$ cat config.mk
export PLATFORM = sky130hd
export DESIGN_NAME = sysctl_regbank
export DESIGN_NICKNAME = d
export VERILOG_FILES = /design/src/rtl/sysctl_pkg.sv /design/src/rtl/sysctl_lock.sv /design/src/rtl/sysctl_divisor.sv /design/src/rtl/sysctl_flags.sv /design/src/rtl/sysctl_regbank.sv
export SDC_FILE = /design/constraint.sdc
export NUM_CORES = 1
export LEC_CHECK = 0
export CORE_UTILIZATION = 56
export DETAILED_ROUTE_END_ITERATION = 8
export PLACE_DENSITY_LB_ADDON = 0.2
export SYNTH_ARGS = -nofsm -noshare
export SYNTH_HDL_FRONTEND = slang
export SYNTH_SLANG_ARGS = --single-unit
$ cat constraint.sdc
create_clock -name clk -period 5.5 [get_ports clk]
set_clock_uncertainty 0.15 [all_clocks]
set_input_delay 0.825 -clock clk [delete_from_list [all_inputs] [get_ports clk]]
set_output_delay 0.825 -clock clk [all_outputs]
set_load 0.05 [all_outputs]
$ cat src/rtl/sysctl_pkg.sv
package sysctl_pkg;
  localparam int unsigned DATA_W  = 32;
  localparam int unsigned KEY_W   = 16;
  localparam int unsigned DIV_W   = 19;
  localparam int unsigned LED_W   = 4;

  localparam logic [KEY_W-1:0] UNLOCK_KEY = 16'hA05F;

  localparam int unsigned OFF_ID     = 'h00;
  localparam int unsigned OFF_DIV    = 'h08;
  localparam int unsigned OFF_LED    = 'h0C;
  localparam int unsigned OFF_KEY    = 'h14;
  localparam int unsigned OFF_CNT    = 'h18;
  localparam int unsigned OFF_VF_SET = 'h30;
  localparam int unsigned OFF_VF_CLR = 'h34;
  localparam int unsigned OFF_PF_SET = 'h38;
  localparam int unsigned OFF_PF_CLR = 'h3C;

  localparam int unsigned FORCE_BIT   = 26;
  localparam int unsigned PENDING_BIT = 27;
  localparam int unsigned LOCKED_BIT  = 16;

  typedef struct packed {
    logic [2:0] od;
    logic [6:0] rdw;
    logic [8:0] vdw;
  } div_t;

  localparam div_t DIV_DEFAULT = '{od: 3'b111, rdw: 7'd63, vdw: 9'd255};
endpackage

$ cat src/rtl/sysctl_lock.sv
module sysctl_lock
  import sysctl_pkg::*;
(
  input  logic             clk,
  input  logic             rst_n,
  input  logic             wr_en,
  input  logic [KEY_W-1:0] wdata,
  output logic [KEY_W-1:0] key_q,
  output logic             locked
);
  always_ff @(posedge clk or negedge rst_n) begin
    if (!rst_n) key_q <= '0;
    else if (wr_en) key_q <= wdata;
  end

  assign locked = (key_q != UNLOCK_KEY);

  assert_key_unlocks_R2: assert property (@(posedge clk) disable iff (!rst_n)
    (wr_en && wdata == UNLOCK_KEY) |=> !locked);
  assert_other_relocks_R2: assert property (@(posedge clk) disable iff (!rst_n)
    (wr_en && wdata != UNLOCK_KEY) |=> locked);
endmodule

$ cat src/rtl/sysctl_divisor.sv
module sysctl_divisor
  import sysctl_pkg::*;
(
  input  logic clk,
  input  logic por_n,
  input  logic srst_n,
  input  logic wr_en,
  input  logic locked,
  input  div_t wdata,
  input  logic force_apply,
  output div_t staged_o,
  output div_t applied_o,
  output logic pending_o
);
  always_ff @(posedge clk or negedge por_n) begin
    if (!por_n) begin
      staged_o  <= DIV_DEFAULT;
      applied_o <= DIV_DEFAULT;
      pending_o <= 1'b0;
    end else if (!srst_n) begin
      applied_o <= staged_o;
      pending_o <= 1'b0;
    end else if (wr_en && !locked) begin
      staged_o <= wdata;
      if (force_apply) begin
        applied_o <= wdata;
        pending_o <= 1'b0;
      end else begin
        pending_o <= 1'b1;
      end
    end
  end

  assert_locked_ignored_R3: assert property (@(posedge clk) disable iff (!por_n)
    (srst_n && wr_en && locked) |=> ($stable(staged_o) && $stable(applied_o)));
  assert_staged_pending_R4: assert property (@(posedge clk) disable iff (!por_n)
    (srst_n && wr_en && !locked && !force_apply) |=> (pending_o && $stable(applied_o)));
  assert_force_applies_R5: assert property (@(posedge clk) disable iff (!por_n)
    (srst_n && wr_en && !locked && force_apply) |=> (applied_o == $past(wdata) && !pending_o));
  assert_soft_reset_applies_R6: assert property (@(posedge clk) disable iff (!por_n)
    !srst_n |=> (applied_o == $past(staged_o) && !pending_o));
endmodule

$ cat src/rtl/sysctl_flags.sv
module sysctl_flags #(
  parameter int unsigned WIDTH = 32
) (
  input  logic             clk,
  input  logic             rst_n,
  input  logic             set_we,
  input  logic             clr_we,
  input  logic [WIDTH-1:0] wdata,
  output logic [WIDTH-1:0] flags_o
);
  always_ff @(posedge clk or negedge rst_n) begin
    if (!rst_n) flags_o <= '0;
    else if (set_we) flags_o <= flags_o | wdata;
    else if (clr_we) flags_o <= flags_o & ~wdata;
  end

  assert_set_bits_R8: assert property (@(posedge clk) disable iff (!rst_n)
    set_we |=> ((flags_o & $past(wdata)) == $past(wdata)));
  assert_clear_bits_R8: assert property (@(posedge clk) disable iff (!rst_n)
    clr_we |=> ((flags_o & $past(wdata)) == '0));
  assert_zero_bits_keep_R8: assert property (@(posedge clk) disable iff (!rst_n)
    (set_we || clr_we) |=> ((flags_o & ~$past(wdata)) == ($past(flags_o) & ~$past(wdata))));
endmodule

$ cat src/rtl/sysctl_regbank.sv
module sysctl_regbank
  import sysctl_pkg::*;
#(
  parameter int unsigned ADDR_W  = 8,
  parameter logic [31:0] ID_WORD = 32'h4103_0010
) (
  input  logic              clk,
  input  logic              por_n,
  input  logic              srst_n,
  input  logic              bus_en,
  input  logic              bus_we,
  input  logic [ADDR_W-1:0] bus_addr,
  input  logic [31:0]       bus_wdata,
  output logic [31:0]       bus_rdata,
  output logic [3:0]        led_o,
  output logic [18:0]       clkdiv_o
);
  localparam logic [ADDR_W-1:0] A_ID    = ADDR_W'(OFF_ID);
  localparam logic [ADDR_W-1:0] A_DIV   = ADDR_W'(OFF_DIV);
  localparam logic [ADDR_W-1:0] A_LED   = ADDR_W'(OFF_LED);
  localparam logic [ADDR_W-1:0] A_KEY   = ADDR_W'(OFF_KEY);
  localparam logic [ADDR_W-1:0] A_CNT   = ADDR_W'(OFF_CNT);
  localparam logic [ADDR_W-1:0] A_VFSET = ADDR_W'(OFF_VF_SET);
  localparam logic [ADDR_W-1:0] A_VFCLR = ADDR_W'(OFF_VF_CLR);
  localparam logic [ADDR_W-1:0] A_PFSET = ADDR_W'(OFF_PF_SET);
  localparam logic [ADDR_W-1:0] A_PFCLR = ADDR_W'(OFF_PF_CLR);
  localparam int unsigned LED_LSB = DATA_W - LED_W;

  logic soft_rst_n;
  assign soft_rst_n = por_n & srst_n;

  logic wr;
  assign wr = bus_en & bus_we;

  logic [KEY_W-1:0]  key_q;
  logic              locked;
  div_t              div_staged, div_applied;
  logic              div_pending;
  logic [DATA_W-1:0] vflags, pflags;
  logic [LED_W-1:0]  led_q;
  logic [DATA_W-1:0] cnt_q;

  sysctl_lock u_lock (
    .clk    (clk),
    .rst_n  (soft_rst_n),
    .wr_en  (wr && bus_addr == A_KEY),
    .wdata  (bus_wdata[KEY_W-1:0]),
    .key_q  (key_q),
    .locked (locked)
  );

  sysctl_divisor u_div (
    .clk         (clk),
    .por_n       (por_n),
    .srst_n      (srst_n),
    .wr_en       (wr && bus_addr == A_DIV),
    .locked      (locked),
    .wdata       (div_t'(bus_wdata[DIV_W-1:0])),
    .force_apply (bus_wdata[FORCE_BIT]),
    .staged_o    (div_staged),
    .applied_o   (div_applied),
    .pending_o   (div_pending)
  );

  sysctl_flags #(.WIDTH(DATA_W)) u_vflags (
    .clk     (clk),
    .rst_n   (soft_rst_n),
    .set_we  (wr && bus_addr == A_VFSET),
    .clr_we  (wr && bus_addr == A_VFCLR),
    .wdata   (bus_wdata),
    .flags_o (vflags)
  );

  sysctl_flags #(.WIDTH(DATA_W)) u_pflags (
    .clk     (clk),
    .rst_n   (por_n),
    .set_we  (wr && bus_addr == A_PFSET),
    .clr_we  (wr && bus_addr == A_PFCLR),
    .wdata   (bus_wdata),
    .flags_o (pflags)
  );

  always_ff @(posedge clk or negedge soft_rst_n) begin
    if (!soft_rst_n) led_q <= '0;
    else if (wr && bus_addr == A_LED) led_q <= bus_wdata[DATA_W-1:LED_LSB];
  end

  always_ff @(posedge clk or negedge soft_rst_n) begin
    if (!soft_rst_n) cnt_q <= '0;
    else cnt_q <= cnt_q + 1'b1;
  end

  always_comb begin
    bus_rdata = '0;
    case (bus_addr)
      A_ID:    bus_rdata = ID_WORD;
      A_DIV: begin
        bus_rdata[DIV_W-1:0]   = div_staged;
        bus_rdata[PENDING_BIT] = div_pending;
      end
      A_LED:   bus_rdata[DATA_W-1:LED_LSB] = led_q;
      A_KEY: begin
        bus_rdata[KEY_W-1:0]  = key_q;
        bus_rdata[LOCKED_BIT] = locked;
      end
      A_CNT:   bus_rdata = cnt_q;
      A_VFSET: bus_rdata = vflags;
      A_PFSET: bus_rdata = pflags;
      default: bus_rdata = '0;
    endcase
  end

  assign led_o    = led_q;
  assign clkdiv_o = div_applied;

  assert_count_step_R7: assert property (@(posedge clk) disable iff (!soft_rst_n)
    1'b1 |=> cnt_q == $past(cnt_q) + 1'b1);
  assert_led_hold_R10: assert property (@(posedge clk) disable iff (!soft_rst_n)
    !(wr && bus_addr == A_LED) |=> $stable(led_o));
  assert_clkdiv_quiet_R3: assert property (@(posedge clk) disable iff (!por_n)
    (srst_n && !(wr && bus_addr == A_DIV)) |=> $stable(clkdiv_o));
endmodule

==> results.cfg <==
[power_and_ir_drop]
vdd_drop_max_mv = 0.164
leakagePower_nw = 4.18
p_per_area_nw_per_um2 = 242
pwr-share-clk_pct = 45.0
p_comb_share_pct = 5.8
share_seq_of_total_power_pct = 49.3
power_switching_w = 0.000516
switching_share_pct = 22.0
intPower_w = 0.00183

[placement]
port-buffer-count = 99
post-place-cells = 922
place_congestion = 0.855
post-dp-hpwl_um = 14000

[timing]
rsz0062_at_grt = no
fin_tns_setup_ps = 0
setup_viol = 0
final-hold-violation-count = 0
fin_crit_sh_pct = 79.7
fin_crit_ps = 4390
tightest_slew_ps = 1180
max_freq_mhz = 228
slew_viol_final = 0
maxSlewHeadroom_pct = 20.7

[floorplan]
die_x_um = 121
coreArea_um2 = 13500
die-area_um2 = 14500
initial_core_util_pct = 58.5
die_h_um = 121
io_pins = 100
rows = 42

[routing]
first_pass_iters = 5
wl_per_cell_um = 21.9
drt-total-wl_um = 20900
first_iter_violations = 403
via_per_inst = 6.32
drcViolationCount = 0
vias = 6019
drtAntennaViolNets = 0

[synth]
synthFlopType = dfrtp_1
synthSimpleGateAreaFrac_pct = 13.3
synth_compound_area_share_pct = 10.8
synth.avg_cell_area_um2 = 11.6
netlist_area_um2 = 7880
synth_edf_count = 0
synth.area.mux_share_pct = 18.3
synthAdderAreaFrac_pct = 0.159
synth_top_family_by_area = multiplexers
synth_xor_area_share_pct = 3.34
ys_seq_elements = 155
synth_nets = 726
yosys_warnings = 0
netlist_instances = 680
synth-async-reset-ratio_pct = 100
ys_types = 62
ys_seq_area_share_pct = 49.8

[clocking]
clk_latency_ps = 420
cts_buffers = 17
htreeDepth = 4
holdBufCountCts = 0
cts_tree = built
root_buffer = clkbuf_16
cts.clk_slew.worst_paths_ps = 60
clock-sinks = 155
cts.path.max_buffers = 2
cts_setup_buffers = 0
cts_resized = 0

[worst_setup_path]
endpoint_kind = output pin
start_kind = input pin
path_max_fanout = 14
crit_arrival_ps = 3410
cp_data_required_time_ps = 4530
crit_start = bus_addr[3]
criticalPathCategory = in2out
r2r-start = u_lock.key_q[9]

[run]
cap_violations = 0

[grt]
grt-ovfl-total = 0
grt_pass1_vias = 6318
grt_usage_pct = 30.8
antenna_found_initial = 0
grt_pass1_wl_um = 33600
grt_max_degree = 85

[layout]
stdcell_count = 952
drive_above_1_share_pct = 27.7
antennaDiodeCount = 0
area_growth_pct = 22.9
num-fill-cells = 927
nNetsFinal = 811

[min_path]
hold_path.class = in2async

[outcome]
outcome = complete, no violations
area by class of cell:
cell class              instances  area [um2]  area share (%)
flip-flops and latches        155        3920            40.5
well taps                     176         220            2.27
repair buffers                112        1290            13.3
multi-input cells             452        3640            37.6
clock inverters                 3        40.0           0.414
inverters                      27         101            1.05
clock buffers                  27         473            4.89
critical path, cell delays in order:
cell and delay (ps):
clkdlybuf4s50_1 750, nor4b_4 290, and2_1 480, a22o_1 240, clkdlybuf4s50_1 800
through the flow:
stage / hold WS (ps) / power, W / instance area [um2] / util (%) / worst slack (ps)
global placement: 316 / 0.00131 / 9170 / 68.1 / 1240
detailed placement: 330 / 0.00131 / 9170 / 68.1 / 1200
CTS: 341 / 0.00235 / 9680 / 72.0 / 1180
finish: 341 / 0.00234 / 9680 / 72.0 / 1110
global route: 355 / 0.00242 / 9680 / 72.0 / 1050
floorplan: 295 / 0.00123 / 7880 / - / 1130
cell usage in the layout, fill, tap and decap left out, types with 5 or more instances in the layout:
master           instances
nor2_1                  15
nand2_1                101
clkdlybuf4s50_1         70
dfrtp_1                121
and3_1                   6
a22oi_1                 20
buf_12                  22
mux2_4                  20
inv_1                   27
a222oi_1                 8
nand4_1                 12
and4_1                   7
o211ai_1                20
a22o_1                   5
o221ai_1                20
clkbuf_16               17
mux2i_1                  5
xnor2_1                 26
o21ai_0                  7
nand3_1                 19
dfstp_2                 34
buf_4                   18
mux2_2                  79
mux2_1                  18
clkbuf_1                 9
a221o_1                 13
power by group through the flow:
stage          clock network (W)  registers (W)  logic (W)
2_1_floorplan                  0        0.00117  0.0000533
3_3_place_gp                   0        0.00117   0.000132
3_5_place_dp                   0        0.00117   0.000136
4_1_cts                  0.00106        0.00115   0.000136
5_1_grt                  0.00112        0.00115   0.000146
6_report                 0.00105        0.00115   0.000135
per-layer routing:
layer	global-route usage, %	share of wire (%)	vias to the layer above
met1	37.7	39	3053
li1	-	-	2651
met3	5.52	5.5	59
met4	16.2	3.8	0
met2	51.9	51	256
met5	0	0	-
synthesized netlist by cell type, drive strengths merged, types with 5 or more instances:
cell type	count	area share, %
nand3	21	1.6
and3	7	0.57
inv	27	1.3
dfrtp	121	38
a22oi	20	1.9
clkbuf	20	0.95
nand4	13	1.2
buf	26	2.0
xnor2	26	2.9
o211ai	20	1.9
a222oi	8	1.0
nand2	102	5.0
a22o	5	0.56
dfstp	34	11
a221o	13	1.7
mux2	117	18
o21ai	7	0.44
nor2	16	0.86
mux2i	5	0.64
and4	8	0.91
o221ai	20	2.2
cell families (layout without fill, tap and decap cells):
kind of cell    after synthesis  in the layout
flops                       155            155
simple gates                194            194
mux                         122            122
fa+ha+maj                     1              1
compound gates              105            105
buf+inv                      73            169
xor+xnor                     30             30
path summary, 6_finish.rpt:
check	slack, ps	to	cells after the start
min reg2reg	340	flop	1
max reg2reg	2990	u_div.staged_o[8]	4
max	1110	bus_rdata[17]	5
min in group clk	340	flop	1
min	340	asynchronous set/reset pin	1
max in group asynchronous	3010	u_lock.key_q[13]	2
Note: power is estimated with default switching activity, not from simulation.
